[config.mk]
export PLATFORM = sky130hd
export DESIGN_NAME = pwm_fault_guard
export DESIGN_NICKNAME = d
export VERILOG_FILES = /design/src/rtl/pwm_fault_guard.sv
export SDC_FILE = /design/constraint.sdc
export NUM_CORES = 1
export LEC_CHECK = 0
export BUFFER_PORTS_ARGS = -buffer_cell sky130_fd_sc_hd__buf_2
export CAP_MARGIN = 20
export CORE_MARGIN = 2
export CORE_UTILIZATION = 30
export CTS_BUF_LIST = sky130_fd_sc_hd__clkbuf_16
export DETAILED_ROUTE_END_ITERATION = 10
export PLACE_DENSITY = 0.53
export SETUP_SLACK_MARGIN = 0.15
export SYNTH_ARGS = -nofsm -noshare
export SYNTH_HDL_FRONTEND = slang
export SYNTH_SLANG_ARGS = --single-unit
[constraint.sdc]
create_clock -name clk -period 6.2 [get_ports clk]
set_clock_uncertainty 0.05 [all_clocks]
set_input_delay 0.31 -clock clk [delete_from_list [all_inputs] [get_ports clk]]
set_output_delay 0.31 -clock clk [all_outputs]
set_load 0.005 [all_outputs]
[src/rtl/pwm_fault_guard.sv]
module pwm_fault_guard #(
  parameter int NFLT = 4,
  parameter int NOUT = 4,
  parameter int PW   = 8,
  parameter int CW   = 3,
  localparam int DW  = 4 * NFLT
) (
  input  logic              clk,
  input  logic              rst_n,
  input  logic [NFLT-1:0]   flt_in,
  input  logic              half_stb,
  input  logic              full_stb,
  input  logic              wr_en,
  input  logic [2:0]        wr_addr,
  input  logic [DW-1:0]     wr_data,
  input  logic [2:0]        rd_addr,
  output logic [DW-1:0]     rd_data,
  input  logic [NOUT-1:0]   pwm_in,
  input  logic [2*NOUT-1:0] fault_sel,
  output logic [NOUT-1:0]   pwm_out,
  output logic [NOUT-1:0]   pwm_oe,
  output logic              irq
);
  localparam int SW = CW + 1;
  localparam logic [2:0] A_MODE = 3'd0, A_RECOV = 3'd1, A_FILT = 3'd2, A_FLAG = 3'd3, A_IEN = 3'd4;

  logic [NFLT-1:0] pol_q, auto_q, safe_q, coff_q, hen_q, fen_q, ien_q;
  logic [NFLT-1:0] flag_q, filt_q, filt_d, hold_q;
  logic [PW-1:0]   per_q, pcnt_q;
  logic [CW-1:0]   fcnt_q;
  logic            gstr_q;

  logic [NFLT-1:0] norm, filt, rise, clr, bnd, rel, str_act;
  logic            byp, tick, zero_wr, dis;

  assign norm    = flt_in ^ pol_q;
  assign byp     = (per_q == '0);
  assign tick    = !byp && (pcnt_q == per_q - 1'b1);
  assign zero_wr = wr_en && (wr_addr == A_FILT) && (wr_data[PW-1:0] == '0);
  assign filt    = byp ? norm : filt_q;
  assign rise    = filt & ~filt_d;
  assign clr     = (wr_en && wr_addr == A_FLAG) ? wr_data[NFLT-1:0] : '0;
  assign bnd     = ({NFLT{half_stb}} & hen_q) | ({NFLT{full_stb}} & fen_q);
  assign rel     = (auto_q & ~filt) | (~auto_q & ~flag_q & (~safe_q | ~filt));

  always_ff @(posedge clk or negedge rst_n) begin
    if (!rst_n) begin
      pol_q <= '0; auto_q <= '0; safe_q <= '0; coff_q <= '0;
      hen_q <= '0; fen_q <= '0; ien_q <= '0;
      per_q <= '0; fcnt_q <= '0; gstr_q <= 1'b0;
    end else if (wr_en) begin
      case (wr_addr)
        A_MODE: {coff_q, safe_q, auto_q, pol_q} <= wr_data;
        A_RECOV: begin
          hen_q <= wr_data[NFLT-1:0];
          fen_q <= wr_data[2*NFLT-1:NFLT];
        end
        A_FILT: begin
          if (byp || zero_wr) per_q <= wr_data[PW-1:0];
          fcnt_q <= wr_data[PW +: CW];
          gstr_q <= wr_data[PW+CW];
        end
        A_IEN: ien_q <= wr_data[NFLT-1:0];
        default: ;
      endcase
    end
  end

  always_ff @(posedge clk or negedge rst_n) begin
    if (!rst_n)                    pcnt_q <= '0;
    else if (byp || zero_wr || tick) pcnt_q <= '0;
    else                           pcnt_q <= pcnt_q + 1'b1;
  end

  for (genvar i = 0; i < NFLT; i++) begin : g_flt
    logic [SW-1:0] eq_q;
    logic [1:0]    str_q;

    always_ff @(posedge clk or negedge rst_n) begin
      if (!rst_n) begin
        eq_q <= '0;
        filt_q[i] <= 1'b0;
      end else if (byp || zero_wr) begin
        eq_q <= '0;
        filt_q[i] <= 1'b0;
      end else if (tick) begin
        if (norm[i] == filt_q[i]) eq_q <= '0;
        else if (eq_q == SW'(fcnt_q) + SW'(2)) begin
          filt_q[i] <= norm[i];
          eq_q <= '0;
        end else eq_q <= eq_q + 1'b1;
      end
    end

    always_ff @(posedge clk or negedge rst_n) begin
      if (!rst_n)           str_q <= '0;
      else if (norm[i])     str_q <= 2'd2;
      else if (str_q != '0) str_q <= str_q - 1'b1;
    end

    assign str_act[i] = norm[i] | (gstr_q & (str_q != '0));
  end

  always_ff @(posedge clk or negedge rst_n) begin
    if (!rst_n) begin
      filt_d <= '0;
      flag_q <= '0;
      hold_q <= '0;
    end else begin
      filt_d <= filt;
      flag_q <= (flag_q & ~clr) | rise;
      hold_q <= rise | (hold_q & ~(bnd & rel));
    end
  end

  assign dis = (|hold_q) | (|(str_act & ~coff_q));
  assign irq = |(flag_q & ien_q);

  for (genvar j = 0; j < NOUT; j++) begin : g_out
    assign pwm_oe[j]  = ~(dis & fault_sel[2*j+1]);
    assign pwm_out[j] = dis ? (~fault_sel[2*j+1] & fault_sel[2*j]) : pwm_in[j];
  end

  always_comb begin
    rd_data = '0;
    case (rd_addr)
      A_MODE:  rd_data = {coff_q, safe_q, auto_q, pol_q};
      A_RECOV: rd_data[2*NFLT-1:0] = {fen_q, hen_q};
      A_FILT:  rd_data[PW+CW:0] = {gstr_q, fcnt_q, per_q};
      A_FLAG:  rd_data[2*NFLT-1:0] = {filt, flag_q};
      A_IEN:   rd_data[NFLT-1:0] = ien_q;
      default: rd_data = '0;
    endcase
  end
endmodule

* After elaboration in Yosys (flattened, before gate mapping)
Index checks and enable logic that the tools add are counted.
Word-level totals: input bits 43, output and inout port bits 25, word-level logic and storage cells 195, register bits 88
Operators by class: add/sub/neg operators 11, bitwise gates (word level) 50, multiplexer cells 51, reduce and logical (&&, ||, !) cells 36, equality and inequality tests 21
Operators by type and width (number):
- 2-to-1 mux 4 bit | 19
- bitwise AND 4 bit | 11
- inverter 4 bit | 8
- nonzero test 2 bit | 13
- 2-to-1 mux 1 bit | 20
- bitwise OR 4 bit | 5
- case mux 4 bit (5 select lines) | 1
- adder 4 x 1 -> 4 bit (second input constant) | 4
- == test 4 bit | 4
- logical NOT 8 bit | 2
- 2-to-1 mux 2 bit | 8
- case mux 4 bit (4 select lines) | 1
- AND reduction 3 bit | 5
- bitwise AND 1 bit | 12
- == test 3 x 2 -> 1 bit (second input constant) | 4
- OR reduction 4 bit | 3
- adder 8 x 1 -> 8 bit (second input constant) | 1
- == test 8 bit | 1
- 2-to-1 mux 8 bit | 1
- inverter 1 bit | 8
- case mux 4 bit (2 select lines) | 1
- AND reduction 2 bit | 4
- subtractor 2 x 1 -> 2 bit (second input constant) | 4
- subtractor 8 x 1 -> 8 bit (second input constant) | 1
- other kinds (12) | 28

* Logic depth before layout (Yosys ltp)
depth in word-level cells 10, mapped depth 10, depth with buffers taken out 8

* Worst setup path after synthesis
OpenSTA, ideal clock, no wires.
kind register to output, start register per_q[0], end output port rd_data[4], data required time 5840 ps, setup slack 3268 ps, stages on the path, launching flop included 10, data arrival time 2572 ps, path through dfrtp_1 -> inv_1 -> ha_1 -> or4b_4 -> or4_4 -> buf_6 -> mux2i_2 -> inv_2 -> mux4_1 -> nor2b_1
Between the ends: cells in the longest elaborated chain, start to end 3
Ends and longest elaborated chain:
- start: declaration | line 29 | logic [PW-1:0] per_q, pcnt_q;
- start signal: assignment | line 59 | if (byp || zero_wr) per_q <= wr_data[PW-1:0];
- logical NOT 8 bit | line 37 | assign byp = (per_q == '0);
- 2-to-1 mux 4 bit | line 40 | assign filt = byp ? norm : filt_q;
- via filt[0] | line 33 | logic [NFLT-1:0] norm, filt, rise, clr, bnd, rel, str_act;
- case mux 4 bit (4 select lines) | line 126 | case (rd_addr)
- end: declaration | line 17 | output logic [DW-1:0] rd_data,
The timed path passes the listed nets, and every way through them passes these cells.

* Worst setup path after layout
start register per_q[0], end output port rd_data[6]
Same word-level chain as after synthesis.

==> out/results.ini <==
[yosys]
yosys.area.top_type = dfrtp_1
synth_cells = 517
synth_flop_cell = dfrtp_1
syn_area_um2 = 5081
yosys.area.top_type_share = 0.4334
synth_seq_area_share = 0.4334
syn_area_per_cell_um2 = 9.828
yosysWarnings = 0
synth_edf_count = 0
syn-num-nets = 571
synth_area_leaders = dfrtp_1 (43%), mux2_2 (8.4%), xor2_1 (4.5%), xnor2_1 (3.6%), nand2_1 (3.3%)
async_reset_ff_frac = 1.000
ys_seq_elements = 88
synth_cell_type_count = 42

[sta]
finalSetupViolCount = 0
slew_violations = 0
final.setup.tns_ps = 0
fin_crit_sh = 0.5866
relSlewSlack = 0.3891
finalHoldViolations = 0
worst_slew_pin_slew_ps = 914.2
rsz0062_at_grt = no
period_needed_ps = 3637
clock.fmax_mhz = 275.0

[worst_setup_path]
path_cells = inv_1 -> ha_1 -> or4b_4 -> or4_4 -> mux2i_2 -> inv_2 -> mux4_1 -> nor2b_1 -> buf_2
path_max_fanout = 6
rr_startpoint = per_q[2]
cp.arrival_ps = 3280
slowest_stage = or4_4
slowest_delay_ps = 510
crit_start = per_q[0]
crit_buf_inv = 3
crit_type = flop to output port
crit_path_end_kind = output port
cpLargestDelayFamily = simple AND/OR/NAND/NOR gates
crit_required_ps = 5840
cp-start-kind = flop

[clocking]
clk_latency_ps = 350
post_cts_buffers = 0
clock_sinks = 88
cts_made_buffers = 9
clkTransAtPathRegs_ps = 70
cts_tree = yes
root_buffer = clkbuf_16
cts_buffer_depth = 2
htreeDepth = 3

[global_routing]
antenna_found_initial = 0
grt.total_usage = 0.1657
grt_pass1_wl_um = 23000
grt_pass1_vias = 4167
overflow = 0
grt_max_degree = 50

[pwr]
p_int_mw = 1.422
p_leak_nw = 2.664
power_mw = 2.432
clkPwrFrac = 0.219
p_per_area_nw_per_um2 = 412.4
swShare = 0.4153
ir_worst_vdd_mv = 0.2254
seqPwrFrac = 0.388
comb_power_share = 0.393
power.switching_mw = 1.010

[worst_hold_path]
hp-class = input port to flop
hp-start = wr_data[15]

[floorplanning]
rows = 47
initial_core_util = 0.3064
coreArea_um2 = 16580
io_pins = 68
die_h_um = 134.1
die_w_um = 134.1
design.die.area_um2 = 17990

[final_layout]
design_area_um2 = 5897
final.fill_count = 1735
areaGrowthSynthToFinish_pct = 16.06
instances_no_fill = 796
drive_above_1_share = 0.2361
antenna_cells = 0
final_nets = 625

[route]
drtAntennaViolNets = 0
via_count = 4132
drt_iter0_markers = 211
drc = 0
vias_per_cell = 5.191
drt_wl_total_um = 14100
drt_first_pass_iters = 5
detail_route.wl_per_cell_um = 17.71

[placed_design]
placed_area_um2 = 5598
gp_congestion = 0.8483
placedCellCount = 779
buffer_ports.inserted = 67
dp_hpwl_um = 10240

[run]
max_cap_violations = 0

[status]
outcome = finished, final reports clean

logic make-up after synthesis:
group / after synthesis / synth area share
and+or+nand+nor: 175 / 0.1775
buffers and inverters: 54 / 0.04358
AOI/OAI and AO/OA: 82 / 0.09160
adders and majority gates: 11 / 0.02709
xor gates and xnor gates: 47 / 0.08102
DFF: 88 / 0.4334
muxes: 60 / 0.1458
cells in the mapped netlist (2+ instances only):
| library cell | count |
|---|---|
| inv_2 | 4 |
| a21oi_1 | 21 |
| ha_1 | 11 |
| nand4_1 | 4 |
| mux2_2 | 38 |
| mux2i_1 | 13 |
| xor2_1 | 26 |
| nand2_1 | 45 |
| nor4_1 | 8 |
| nand4b_1 | 5 |
| nor3_1 | 31 |
| o211ai_1 | 2 |
| mux2i_2 | 4 |
| a211oi_1 | 4 |
| nor3b_1 | 2 |
| dfrtp_1 | 88 |
| nand3b_1 | 8 |
| a22oi_1 | 6 |
| and3_1 | 4 |
| o22ai_1 | 9 |
| nor2_1 | 24 |
| mux4_1 | 4 |
| nand3_1 | 18 |
| buf_6 | 2 |
| a31oi_1 | 4 |
| or3_1 | 5 |
| nor2b_1 | 7 |
| nand2b_1 | 4 |
| a21o_1 | 2 |
| buf_2 | 3 |
| o21ai_0 | 33 |
| xnor2_1 | 21 |
| and2_1 | 6 |
| inv_1 | 22 |
| clkbuf_1 | 22 |
worst paths after layout:
check                                          to  slack, ps  cells past startpoint
worst max-delay path                   rd_data[6]       2560                      9
worst min-delay path                    coff_q[3]        140                      2
worst max register to register          pcnt_q[1]       2660                      6
worst min register to register          flag_q[0]        410                      1
max in group asynchronous                ien_q[0]       4620                      3
min in group asynchronous       g_flt[0].str_q[1]        430                      2
flip-flops by register name, indices dropped and copies added, names as in the netlist, 8 cells and up:
signal       flops
g_flt.eq_q      16
per_q            8
pcnt_q           8
g_flt.str_q      8
timing repair:
| item | 4_1_cts | 5_1_grt |
|---|---|---|
| resized for setup | 0 | 0 |
| endpoints found under the hold margin | 39 | 0 |
| hold buffers | 1 | 0 |
power groups by stage:
| stage | Clock [mW] | Combinational [mW] | Sequential [mW] |
|---|---|---|---|
| 2_1_floorplan | 0 | 0.768 | 0.852 |
| 3_3_place_gp | 0 | 0.934 | 0.943 |
| 3_5_place_dp | 0 | 0.954 | 0.949 |
| 4_1_cts | 0.549 | 0.959 | 0.939 |
| 5_1_grt | 0.572 | 1.08 | 0.969 |
| 6_report | 0.533 | 0.957 | 0.942 |
stage by stage:
stage	setup WS, ps	hold slack, ps	util
4_1_cts	2553	124.0	0.3556
3_3_place_gp	2847	285.9	0.3376
2_1_floorplan	3268	-35.59	-
6_report	2563	135.8	0.3556
3_5_place_dp	2753	288.0	0.3376
5_1_grt	2202	136.2	0.3556
per-layer routing:
layer	wire length [um]	GRT usage
met5	0	0
met1	6636	0.2252
met3	696	0.03364
met4	267	0.05848
met2	6498	0.2635
placed cells by master, fill, tap and decap left out, types with 5 or more instances in the layout:
master,instances
mux2_2,38
and2_1,6
nor4_1,8
o22ai_1,9
nor2b_1,7
clkbuf_16,9
inv_1,22
mux2i_1,13
a21oi_1,21
o21ai_0,33
nand3_1,18
nor2_1,24
nand2_1,45
xor2_1,26
dfrtp_1,88
xnor2_1,21
ha_1,11
nor3_1,31
nand4b_1,5
a22oi_1,6
buf_2,66
nand3b_1,8
or3_1,5
layout make-up:
cell class / instances / area, um^2 / area share
well taps: 220 / 275.3 / 0.04668
clock buffers: 9 / 225.2 / 0.03819
repair buffers: 71 / 370.4 / 0.06280
multi-input cells: 375 / 2663 / 0.4515
flip-flops and latches: 88 / 2202 / 0.3734
clock inverters: 7 / 63.81 / 0.01082
inverters: 26 / 97.59 / 0.01655
(Power assumes the default switching activity.)
